File: config.mk
export PLATFORM = sky130hd
export DESIGN_NAME = cstp_ring
export DESIGN_NICKNAME = d
export VERILOG_FILES = /design/src/rtl/cstp_pkg.sv /design/src/rtl/cstp_cell.sv /design/src/rtl/cstp_ctl.sv /design/src/rtl/cstp_in_gate.sv /design/src/rtl/cstp_ring.sv
export SDC_FILE = /design/constraint.sdc
export NUM_CORES = 1
export LEC_CHECK = 0
export ABC_AREA = 1
export BUFFER_PORTS_ARGS = -buffer_cell sky130_fd_sc_hd__buf_4
export CAP_MARGIN = 20
export CORE_MARGIN = 1
export CORE_UTILIZATION = 35
export DETAILED_ROUTE_END_ITERATION = 10
export RECOVER_POWER = 50
export SLEW_MARGIN = 20
export SYNTH_ARGS = -nofsm -noshare
export SYNTH_HDL_FRONTEND = slang
export SYNTH_SLANG_ARGS = --single-unit
File: constraint.sdc
create_clock -name clk_i -period 1.4 [get_ports clk_i]
set_clock_uncertainty 0.15 [all_clocks]
set_input_delay 0.07 -clock clk_i [delete_from_list [all_inputs] [get_ports clk_i]]
set_output_delay 0.07 -clock clk_i [all_outputs]
set_load 0.02 [all_outputs]
File: src/rtl/cstp_pkg.sv
package cstp_pkg;
  typedef enum logic [1:0] {
    MODE_FUNC = 2'd0,
    MODE_STEP = 2'd1,
    MODE_HOLD = 2'd2
  } cell_mode_e;
endpackage

File: src/rtl/cstp_cell.sv
module cstp_cell
  import cstp_pkg::*;
(
  input  logic       clk_i,
  input  logic       rst_ni,
  input  logic       clr_i,
  input  cell_mode_e mode_i,
  input  logic       d_i,
  input  logic       prev_i,
  output logic       q_o
);
  always_ff @(posedge clk_i or negedge rst_ni) begin
    if (!rst_ni)    q_o <= 1'b0;
    else if (clr_i) q_o <= 1'b0;
    else begin
      unique case (mode_i)
        MODE_FUNC: q_o <= d_i;
        MODE_STEP: q_o <= d_i ^ prev_i;
        default:   q_o <= q_o;
      endcase
    end
  end
endmodule

File: src/rtl/cstp_ctl.sv
module cstp_ctl
  import cstp_pkg::*;
#(
  parameter int CNT_W = 16
) (
  input  logic             clk_i,
  input  logic             rst_ni,
  input  logic             mreset_i,
  input  logic             test_en_i,
  input  logic [CNT_W-1:0] cycles_i,
  output cell_mode_e       mode_o,
  output logic             done_o
);
  localparam logic [CNT_W-1:0] CNT_ONE = {{(CNT_W-1){1'b0}}, 1'b1};

  logic [CNT_W-1:0] cnt_q;
  logic             at_end;

  assign at_end = (cnt_q == cycles_i);
  assign done_o = test_en_i && at_end;

  always_comb begin
    if (!test_en_i)  mode_o = MODE_FUNC;
    else if (at_end) mode_o = MODE_HOLD;
    else             mode_o = MODE_STEP;
  end

  always_ff @(posedge clk_i or negedge rst_ni) begin
    if (!rst_ni)                     cnt_q <= '0;
    else if (mreset_i || !test_en_i) cnt_q <= '0;
    else if (!at_end)                cnt_q <= cnt_q + CNT_ONE;
  end

  // counter restarts whenever test mode is off or master reset is applied
  a_r8_cnt_cleared: assert property (@(posedge clk_i) disable iff (!rst_ni)
    (mreset_i || !test_en_i) |=> (cnt_q == '0));

  // counter never steps past the programmed length
  a_r5_cnt_stops: assert property (@(posedge clk_i) disable iff (!rst_ni)
    (!mreset_i && test_en_i && at_end && $stable(cycles_i)) |=> $stable(cnt_q));
endmodule

File: src/rtl/cstp_in_gate.sv
module cstp_in_gate #(
  parameter int PI_W = 8
) (
  input  logic            block_i,
  input  logic [PI_W-1:0] pi_i,
  output logic [PI_W-1:0] pi_o
);
  assign pi_o = pi_i & {PI_W{~block_i}};
endmodule

File: src/rtl/cstp_ring.sv
module cstp_ring
  import cstp_pkg::*;
#(
  parameter int WIDTH = 8,
  parameter int PI_W  = 8,
  parameter int CNT_W = 16
) (
  input  logic             clk_i,
  input  logic             rst_ni,
  input  logic             mreset_i,
  input  logic             test_en_i,
  input  logic [CNT_W-1:0] cycles_i,
  input  logic [WIDTH-1:0] func_d_i,
  input  logic [PI_W-1:0]  pi_i,
  output logic [PI_W-1:0]  pi_gated_o,
  output logic [WIDTH-1:0] q_o,
  output logic             done_o
);
  cell_mode_e       mode;
  logic [WIDTH-1:0] ring_q;
  logic [WIDTH-1:0] prev;

  cstp_ctl #(.CNT_W(CNT_W)) u_ctl (
    .clk_i     (clk_i),
    .rst_ni    (rst_ni),
    .mreset_i  (mreset_i),
    .test_en_i (test_en_i),
    .cycles_i  (cycles_i),
    .mode_o    (mode),
    .done_o    (done_o)
  );

  cstp_in_gate #(.PI_W(PI_W)) u_gate (
    .block_i (test_en_i),
    .pi_i    (pi_i),
    .pi_o    (pi_gated_o)
  );

  for (genvar i = 0; i < WIDTH; i++) begin : g_cell
    // cell 0 closes the ring from the last cell
    if (i == 0) begin : g_wrap
      assign prev[i] = ring_q[WIDTH-1];
    end else begin : g_chain
      assign prev[i] = ring_q[i-1];
    end
    cstp_cell u_cell (
      .clk_i  (clk_i),
      .rst_ni (rst_ni),
      .clr_i  (mreset_i),
      .mode_i (mode),
      .d_i    (func_d_i[i]),
      .prev_i (prev[i]),
      .q_o    (ring_q[i])
    );
  end

  assign q_o = ring_q;

  a_r2_capture: assert property (@(posedge clk_i) disable iff (!rst_ni)
    (!mreset_i && !test_en_i) |=> (q_o == $past(func_d_i)));

  a_r3_ring_step: assert property (@(posedge clk_i) disable iff (!rst_ni)
    (!mreset_i && test_en_i && !done_o) |=>
      (q_o == ($past(func_d_i) ^ {$past(q_o[WIDTH-2:0]), $past(q_o[WIDTH-1])})));

  a_r4_master_clear: assert property (@(posedge clk_i) disable iff (!rst_ni)
    mreset_i |=> (q_o == '0));

  a_r6_frozen: assert property (@(posedge clk_i) disable iff (!rst_ni)
    (!mreset_i && done_o) |=> $stable(q_o));
endmodule

==> run summary, run 1 <==
Status = finished with violations
Violated checks = setup timing
Max_cap viols = 0
Grt ovf = 0
Routed len/inst = 10.6 um
Hold crit path type = primary input to register
Hold Crit Endpoint = g_cell[3].u_cell.q_o$_DFFE_PN0P_
CP Launch Type = register
Initial DRC count = 88
Skew-Pair Late Insertion Delay = 0.28 ns
Pin count of the biggest net entering global routing = 25
Initial Util = 37.3%
Nets@finish = 461
Core area = 5270 um2
Hold Slack = 0.119 ns
Reg2reg start = u_ctl.cnt_q[3]$_DFFE_PN0P_
Grt peak-use layer = met2
Gpl congestion = 0.865
Worst Path Arrival = 1.81 ns
Total global routing track utilization = 17.7%
Worst setup margin = -0.381 ns
Post-synthesis cell count = 327
I/O Buffers = 52
CP bufs+invs = 2
Final Hold Violating Endpoints = 0
Total leakage power = 1.74 nW
#FFs+latches synth = 24
Reg-to-reg endpoint = g_cell[4].u_cell.q_o$_DFFE_PN0P_
Peak VDD IR = 0.347 mV
CTS clock-pin slew for the worst setup and hold paths = 0.10 ns
RSZ-0062 raised after global routing = true
Slew headroom = 56.3%
Die area = 5920 um2
Post-Syn Area = 1960 um2
Clock Path Buffers = 2
Yosys warning count = 0
DRC Markers = 0
Critical path class = register to register
Met2 Use GR = 32.6%
Initial antenna violation count = 0
R2r setup slk = -0.38 ns
Tmin final = 1.78 ns
Post-DP HPWL = 3740 um
Slowest stage delay, CP = 0.41 ns
Ant. Diodes = 0
Critical path cell sequence = xor2_1, nor2_1, nand2_2, nor2_4, buf_4, nand2_8, buf_6, nand2_2, nand2_1, nand3_1, nand2_1
Pwr dens = 568 nW/um2
Avg Cell Area, Syn = 6.01 um2
CTS Sinks = 24
Site Rows = 26
Layout cell share with drive strength beyond 1 = 38.3%
Post-synth cell types = 23
Post-route ant nets = 0
Via-to-Cell Ratio = 4.35
CTS buffer count = 3
Worst EP required = 1.43 ns
Worst Max-Slew Pin Slew = 0.656 ns
Fmax = 0.561 GHz
Power Total = 1.72 mW
Syn-to-layout area delta = 54.5%
Syn Nets = 364
Chip width = 76.9 um
DR pass1 iterations = 4
Worst reg-to-reg path cell count = 11
Boundary pin count = 53
Grt met1 use = 21.4%
Root Buffer = clkbuf_8
Vias in the first global route = 2024
Worst hold path stage count = 6
H-tree depth = 1
Final period util = 127%
Die H = 76.9 um
CP Max Fanout = 8
Drt total wl = 5230 um
Final Max Tran Viols = 0
Delay-heaviest family, CP = simple AND/OR/NAND/NOR gates
Crit-path slowest cell = dfrtp_1
CP Capture Type = register
First-pass GRT wire length = 8570 um
Routed vias = 2145
Worst Hold Launch = mreset_i
Sequential-to-total area share from yosys stat = 30.6%
Final setup viols = 25
M3 GR Usage = 0.952%
CTS tree = built
-- layout make-up --
cell class | count | area, um2
timing repair buffer | 107 | 880
clock buffer | 3 | 41.3
fill | 500 | 2240
tap | 70 | 87.6
multi-input combinational | 224 | 1150
inverter | 64 | 245
clock inverter | 1 | 30.0
sequential | 24 | 603
-- worst min-delay path: cells and delay by family --
family / cells / cell delay (ns)
buf+inv: 3 / 0.25
simple gates: 3 / 0.20
-- layer usage --
metal,wire (um),part of all wire [%],up-vias
met5,0,0,-
met4,89,1.7,0
met3,114,2.2,7
met2,2630,50,32
met1,2400,46,956
li1,-,-,1150
-- synthesized netlist by cell type, drive strengths merged --
library cell | n | share of area, %
xor2 | 5 | 2.2
inv | 64 | 12
nor2 | 44 | 9.7
nand2 | 126 | 26
nand4 | 2 | 0.64
buf | 14 | 6.1
a21oi | 4 | 1.0
nor3 | 6 | 1.8
clkbuf | 1 | 0.19
or2 | 1 | 0.32
dfrtp | 24 | 31
o21ai | 5 | 1.3
nand3 | 30 | 7.6
ha | 1 | 0.64
-- cell families after synthesis --
family	synth area share (%)
AND/OR/NAND/NOR	45.8
flip-flops	30.6
XOR/XNOR	2.23
adder cells (fa/ha/maj)	0.637
AO/OA/AOI/OAI	2.29
buffers and inverters	18.5
-- how the worst max path moves through the flow --
stage                                 from  cells past startpoint                          endpoint
4_1_cts        u_ctl.cnt_q[11]$_DFFE_PN0P_                     10                            done_o
5_1_grt        u_ctl.cnt_q[14]$_DFFE_PN0P_                     11       u_ctl.cnt_q[14]$_DFFE_PN0P_
3_3_place_gp    u_ctl.cnt_q[5]$_DFFE_PN0P_                     10  g_cell[0].u_cell.q_o$_DFFE_PN0P_
3_5_place_dp    u_ctl.cnt_q[5]$_DFFE_PN0P_                     12  g_cell[6].u_cell.q_o$_DFFE_PN0P_
2_1_floorplan  u_ctl.cnt_q[12]$_DFFE_PN0P_                     12  g_cell[5].u_cell.q_o$_DFFE_PN0P_
6_report        u_ctl.cnt_q[3]$_DFFE_PN0P_                     11  g_cell[4].u_cell.q_o$_DFFE_PN0P_
-- cell usage in the layout (no fill, tap or decap), types with 4 or more instances in the layout --
master         instances
buf_4                 88
buf_6                  7
dfrtp_1               22
dlygate4sd3_1          9
inv_1                 54
inv_2                  8
nand2_1              101
nand2_2               23
nand3_1               24
nand3_2                6
nor2_1                37
nor2_2                 4
nor3_1                 4
xor2_1                 5
-- sequential cells by signal (all words and copies together) (netlist names) --
register / flops
u_ctl.cnt_q: 16
g_cell.u_cell.q_o: 8
-- where the power goes --
part	internal [mW]	switching [mW]	leakage, nW
logic	0.176	0.179	1.38
registers	0.711	0.0189	0.322
clock network	0.383	0.255	0.0357
-- timing repair --
action	in CTS	in global routing
gates resized for setup	20	25
pin swaps	9	12
endpoints found under the setup margin	25	25
hold buffers	9	0
hold endpoints to repair	32	0
gates cloned	0	1
setup buffers	6	2
-- per-stage QoR --
step / TNS (ns) / setup WS, ns / area, um2 / util [%] / instances
finish: -8.72 / -0.381 / 3030 / 57.6 / 493
global route: -12.07 / -0.527 / 3030 / 57.6 / 493
CTS: -7.78 / -0.365 / 2910 / 55.2 / 490
detailed placement: -6.07 / -0.293 / 2630 / 50.0 / 471
global placement: -5.55 / -0.261 / 2630 / 50.0 / 471
floorplan: -1.95 / -0.127 / 1990 / - / 327
(Power assumes the default switching activity.)
==> inputs of run 2 (changes only) <==
--- a/config.mk
+++ b/config.mk
@@ -11,6 +11,7 @@
 export CORE_MARGIN = 1
 export CORE_UTILIZATION = 35
 export DETAILED_ROUTE_END_ITERATION = 10
+export PLACE_DENSITY = 0.65
 export RECOVER_POWER = 50
 export SLEW_MARGIN = 20
 export SYNTH_ARGS = -nofsm -noshare
==> run 2 against run 1 <==
The run still ends with setup timing left. Cell area rose by 1.6%. First-iteration DRC count rose by 5.7%. Sequential share of layout area fell by 0.40 points. Via count grew 1.8%.
==> run summary, run 2 (synthesis gave the netlist of run 1 again) <==
CTS buffer count = 3 (unchanged)
Switching Power = 0.450 mW (-0.63%)
CTS clock-pin slew for the worst setup and hold paths = 0.09 ns (about the same)
Violated checks = setup timing
Worst Path Arrival = 1.58 ns (-0.23 ns)
Pwr dens = 558 nW/um2 (-1.7%)
Final setup viols = 25 (unchanged)
Post-route ant nets = 0 (unchanged)
Initial antenna violation count = 0 (unchanged)
Via-to-Cell Ratio = 4.43 (+1.8%)
Fmax = 0.556 GHz (-1.0%)
Hold crit path type = primary input to register
Reg with most FFs = u_ctl.cnt_q
Int Power = 1.27 mW (+0.10%)
Most frequent cells in the layout = nand2_1, buf_4, inv_1
Uppermost layer routed = met4
Tmin final = 1.80 ns (+0.0186 ns)
Site Rows = 26 (unchanged)
Share of power burned in registers = 42.4% (about the same)
Peak VDD IR = 0.362 mV (+4.2%)
CP Max Fanout = 4 (-4)
Chip width = 76.9 um (unchanged)
Core area = 5270 um2 (unchanged)
I/O Buffers = 52 (unchanged)
M1 WL = 2230 um (-7.0%)
Metal3 WL = 240 um (+110%)
Total leakage power = 1.75 nW (+0.76%)
Pin count of the biggest net entering global routing = 25 (unchanged)
Worst reg-to-reg path cell count = 11 (unchanged)
DR pass1 iterations = 4 (unchanged)
Total global routing track utilization = 18.4% (+0.69 points)
Ant. Diodes = 0 (unchanged)
Clock Path Buffers = 2 (unchanged)
Worst EP required = 1.18 ns (-0.25 ns)
Crit-path slowest cell = dfrtp_1
Place WS = -0.307 ns (-0.0144 ns)
Die H = 76.9 um (unchanged)
Initial Util = 37.3% (unchanged)
Grt ovf = 0 (unchanged)
Die area = 5920 um2 (unchanged)
DRC Markers = 0 (unchanged)
Nets@finish = 461 (unchanged)
Final period util = 129% (+1.3 points)
Clk pwr share = 36.8% (-0.2 points)
Slew headroom = 57.2% (+0.90 points)
Slowest stage delay, CP = 0.42 ns (about the same)
Critical path cell sequence = inv_2, nand2_1, nand2_1, nor2_2, nand2_2, nor2_4, nand3_2, buf_6, inv_2, buf_6
Initial DRC count = 93 (+5.7%)
Skew-Pair Late Insertion Delay = 0.27 ns (about the same)
First-pass GRT wire length = 8890 um (+3.8%)
Worst Max-Slew Pin Slew = 0.642 ns (-0.0135 ns)
Worst setup margin = -0.400 ns (-0.0186 ns)
Critical path class = register to primary output
DR WL met2 = 2760 um (+4.8%)
Status = finished with violations
Filler instances = 516 (+3.2%)
Vias in the first global route = 2088 (+3.2%)
Routed vias = 2184 (+1.8%)
Max_cap viols = 0 (unchanged)
Final Hold Violating Endpoints = 0 (unchanged)
CP Launch Type = register
H-tree depth = 1 (unchanged)
Worst hold path stage count = 6 (unchanged)
Layout cell share with drive strength beyond 1 = 40.9% (+2.6 points)
RSZ-0062 raised after global routing = true
Post-DP HPWL = 3790 um (+1.3%)
Root Buffer = clkbuf_8
Top flop regs = u_ctl.cnt_q: 16 flops, g_cell.u_cell.q_o: 8 flops
Commonest non-fill, non-tap cell in the layout = nand2_1
Routed len/inst = 10.7 um (+1.1%)
Gpl congestion = 0.851 (-1.6%)
CTS Sinks = 24 (unchanged)
Boundary pin count = 53 (unchanged)
Drt total wl = 5290 um (+1.1%)
Syn-to-layout area delta = 56.9%
CTS tree = built
CP Capture Type = primary output
Max reg flops = 16 (unchanged)
Switching Share = 26.2% (-0.14 points)
Final Max Tran Viols = 0 (unchanged)
Comb power frac = 20.9% (+0.3 points)
Fin Setup TNS = -7.83 ns (+0.897 ns)
-- run 2: cell count changes in the layout (fill, tap and decap cells not counted), sizes merged --
cell    delta
buf        +1
clkbuf     -1
clkinv     +1
inv        -1
-- run 2: what timing repair did --
action | CTS | global route
pin swaps | 7 | 16
endpoints found under the setup margin | 25 | 25
hold endpoints to repair | 32 | 0
cloned | 1 | 0
resized for setup | 30 | 31
setup buffers | 1 | 9
hold buffers | 9 | 0
-- run 2: worst max-delay path: cells and delay by family (launching register included) --
family / cells / cell delay (ns)
flip-flops: 1 / 0.42
AND/OR/NAND/NOR: 6 / 0.56
buffers and inverters: 4 / 0.32
-- run 2: layer usage --
layer / up-vias / global-route usage [%]
met3: 5 / 2.14
li1: 1152 / -
met4: 0 / 5.58
met1: 981 / 22.3
met2: 46 / 33.7
met5: - / 0
-- run 2: worst paths after layout --
| kind | startpoint | endpoint | slack (ns) |
|---|---|---|---|
| min in group asynchronous | rst_ni | u_ctl.cnt_q[8]$_DFFE_PN0P_ | 0.19 |
| hold reg to reg | g_cell[4].u_cell.q_o$_DFFE_PN0P_ | g_cell[4].u_cell.q_o$_DFFE_PN0P_ | 0.38 |
| max in group asynchronous | rst_ni | g_cell[4].u_cell.q_o$_DFFE_PN0P_ | 0.49 |
| setup reg to reg | u_ctl.cnt_q[0]$_DFFE_PN0P_ | u_ctl.cnt_q[14]$_DFFE_PN0P_ | -0.36 |
| setup / recovery | u_ctl.cnt_q[0]$_DFFE_PN0P_ | done_o | -0.40 |
| hold / removal | mreset_i | g_cell[4].u_cell.q_o$_DFFE_PN0P_ | 0.12 |
-- run 2: metrics by stage --
step | util [%] | hold slack (ns) | instances | cell area (um2) | power [mW]
floorplan | - | -0.376 | 327 | 1990 | 0.917
global placement | 50.5 | -0.154 | 473 | 2660 | 1.06
detailed placement | 50.5 | -0.149 | 473 | 2660 | 1.07
CTS | 56.3 | 0.0858 | 488 | 2970 | 1.72
global route | 58.5 | 0.172 | 493 | 3080 | 1.81
finish | 58.5 | 0.123 | 493 | 3080 | 1.72
-- run 2: area by class of cell --
type                    count  area (um2)  area share [%]
inverters                  64         245            7.95
repair buffers            107         887            28.8
multi-input cells         224        1190            38.6
clock inverters             1        30.0           0.974
clock buffers               3        41.3            1.34
well taps                  70        87.6            2.84
flip-flops and latches     24         601            19.5
-- run 2: power by group through the flow --
stage          Sequential [mW]  Clock (mW)  Combinational, mW
6_report                 0.730       0.633              0.359
5_1_grt                  0.733       0.670              0.403
4_1_cts                  0.727       0.646              0.352
3_5_place_dp             0.741           0              0.328
3_3_place_gp             0.740           0              0.322
2_1_floorplan            0.736           0              0.180
==> inputs of run 3 (changes only) <==
--- a/config.mk
+++ b/config.mk
@@ -13,6 +13,7 @@
 export DETAILED_ROUTE_END_ITERATION = 10
 export PLACE_DENSITY = 0.65
 export RECOVER_POWER = 50
+export REMOVE_ABC_BUFFERS = 1
 export SLEW_MARGIN = 20
 export SYNTH_ARGS = -nofsm -noshare
 export SYNTH_HDL_FRONTEND = slang
==> run 3 against run 2 <==
The run still ends with setup timing left. Total power is 8.2% lower. Die area stayed put. Clock-buffer cell count is 1 higher. Highest routed layer unchanged.
==> run summary, run 3 (synthesis gave the netlist of run 1 again) <==
CP Launch Type = register
Worst Path Arrival = 1.55 ns (-0.03 ns)
CP Max Fanout = 3 (-1)
Fmax = 0.566 GHz (+1.8%)
Filler instances = 529 (+2.5%)
Max reg flops = 16 (unchanged)
Grt met1 use = 20.7% (-1.6 points)
CP Capture Type = primary output
First-pass GRT wire length = 8140 um (-8.5%)
Worst Max-Slew Pin Slew = 0.654 ns (+0.0112 ns)
Slowest stage delay, CP = 0.41 ns (about the same)
Register area = 601 um2 (unchanged)
Core area = 5270 um2 (unchanged)
Multi-input logic area = 1130 um2 (-5.5%)
Worst EP required = 1.18 ns (about the same)
Critical path cell sequence = inv_2, nand2_1, nand2_1, nor2_2, nand2_2, nor2_4, nand3_2, buf_6, inv_2, buf_6
Site Rows = 26 (unchanged)
Violated checks = setup timing
CP bufs+invs = 4 (unchanged)
Pin count of the biggest net entering global routing = 25 (unchanged)
Status = finished with violations
Delay-heaviest family, CP = simple AND/OR/NAND/NOR gates
Placed Cells = 474 (+0.21%)
Place WS = -0.377 ns (-0.0696 ns)
Critical path class = register to primary output
I/O Buffers = 52 (unchanged)
Top flop regs = u_ctl.cnt_q: 16 flops, g_cell.u_cell.q_o: 8 flops
Total global routing track utilization = 16.9% (-1.5 points)
Max_cap viols = 0 (unchanged)
DRC Markers = 0 (unchanged)
Die area = 5920 um2 (unchanged)
Initial DRC count = 135 (+45%)
Pwr dens = 528 nW/um2 (-5.5%)
Final period util = 126% (-2.3 points)
Reg with most FFs = u_ctl.cnt_q
Crit. Startpoint = u_ctl.cnt_q[2]$_DFFE_PN0P_
Post-DP HPWL = 3650 um (-3.6%)
Reg2reg start = u_ctl.cnt_q[10]$_DFFE_PN0P_
Fin Setup TNS = -7.87 ns (-0.0429 ns)
RSZ-0062 raised after global routing = true
Grt ovf = 0 (unchanged)
Initial antenna violation count = 0 (unchanged)
Worst Hold Launch = mreset_i
Final Hold Violating Endpoints = 0 (unchanged)
Chip width = 76.9 um (unchanged)
Routed len/inst = 10.2 um (-4.9%)
Root Buffer = clkbuf_8
Tmin final = 1.77 ns (-0.0321 ns)
CTS Sinks = 24 (unchanged)
Ant. Diodes = 0 (unchanged)
Post-Layout Cell Count = 495 (+0.41%)
M3 GR Usage = 2.86% (+0.71 points)
Commonest non-fill, non-tap cell in the layout = nand2_1
Drt total wl = 5050 um (-4.5%)
Worst setup margin = -0.368 ns (+0.0321 ns)
H-tree depth = 1 (unchanged)
Boundary pin count = 53 (unchanged)
Nets@finish = 463 (+0.43%)
Grt peak-use layer = met2
CTS tree = built
Vias in the first global route = 1931 (-7.5%)
Via-to-Cell Ratio = 4.41 (-0.54%)
Met2 Use GR = 30.5% (-3.1 points)
Skew-Pair Late Insertion Delay = 0.27 ns (about the same)
CTS clock-pin slew for the worst setup and hold paths = 0.09 ns (about the same)
Syn-to-layout area delta = 52.4%
Die H = 76.9 um (unchanged)
DR pass1 iterations = 4 (unchanged)
Gpl congestion = 0.872 (+2.4%)
Peak VDD IR = 0.402 mV (+11%)
Slew headroom = 56.4% (-0.75 points)
Clock Path Buffers = 2 (unchanged)
Initial Util = 37.3% (unchanged)
Most frequent cells in the layout = nand2_1, buf_4, inv_1
Final setup viols = 25 (unchanged)
Crit-path slowest cell = dfrtp_1
Layout cell share with drive strength beyond 1 = 37.4% (-3.5 points)
Total leakage power = 1.70 nW (-3.0%)
Hold crit path type = primary input to register
Final Max Tran Viols = 0 (unchanged)
Post-route ant nets = 0 (unchanged)
Routed vias = 2181 (-0.14%)
CTS buffer count = 3 (unchanged)
## run 3: changes by cell type in the layout (fill, tap and decap cells not counted), sizes merged
cell	change
bufinv	-1
clkinv	-1
buf	+2
inv	+1
clkbuf	+1
## run 3: final cells by class
type / instances / share of cell area (%)
multi-input combinational: 224 / 37.6
sequential: 24 / 20.1
timing repair buffer: 109 / 29.5
tap: 70 / 2.93
clock buffer: 4 / 1.84
inverter: 64 / 8.11
## run 3: per-layer routing
layer | routed length (um) | vias up
met5 | 0 | -
met4 | 55 | 0
met3 | 271 | 8
met2 | 2500 | 55
li1 | - | 1150
met1 | 2220 | 968
## run 3: tightest hold or removal path, delay by kind of cell
kind	cells	cell delay (ns)
buffers and inverters	3	0.22
and+or+nand+nor	2	0.16
AOI/OAI and AO/OA	1	0.05
## run 3: repair_timing
action | 4_1_cts | 5_1_grt
gates resized for setup | 11 | 32
pin swaps | 6 | 6
endpoints found under the setup margin | 25 | 25
hold endpoints to repair | 32 | 0
hold buffers | 9 | 0
buffers inserted | 3 | 5
## run 3: final timing paths
path                                                     to  slack, ns  cells after the start
setup reg to reg           g_cell[5].u_cell.q_o$_DFFE_PN0P_      -0.35                     12
min in group asynchronous        u_ctl.cnt_q[7]$_DFFE_PN0P_       0.20                      2
max in group asynchronous        u_ctl.cnt_q[2]$_DFFE_PN0P_       0.48                      2
setup / recovery                                     done_o      -0.37                     10
hold / removal                   u_ctl.cnt_q[1]$_DFFE_PN0P_       0.11                      6
hold reg to reg            g_cell[1].u_cell.q_o$_DFFE_PN0P_       0.37                      2
## run 3: through the flow
step                      hold slack (ns)  utilization (%)  power [mW]  cell area [um2]
final                               0.110             56.8        1.58             2990
after global routing                0.161             56.8        1.66             2990
after CTS                          0.0987             54.0        1.58             2850
after detailed placement           -0.150             50.2        1.07             2650
after global placement             -0.155             50.2        1.06             2650
after floorplan                    -0.376                -       0.884             1840
## run 3: power by group
part / switching [mW] / internal, mW / leakage, nW
sequential: 0.0160 / 0.711 / 0.325
combinational: 0.178 / 0.176 / 1.35
clock: 0.248 / 0.252 / 0.0288
total: 0.442 / 1.14 / 1.70
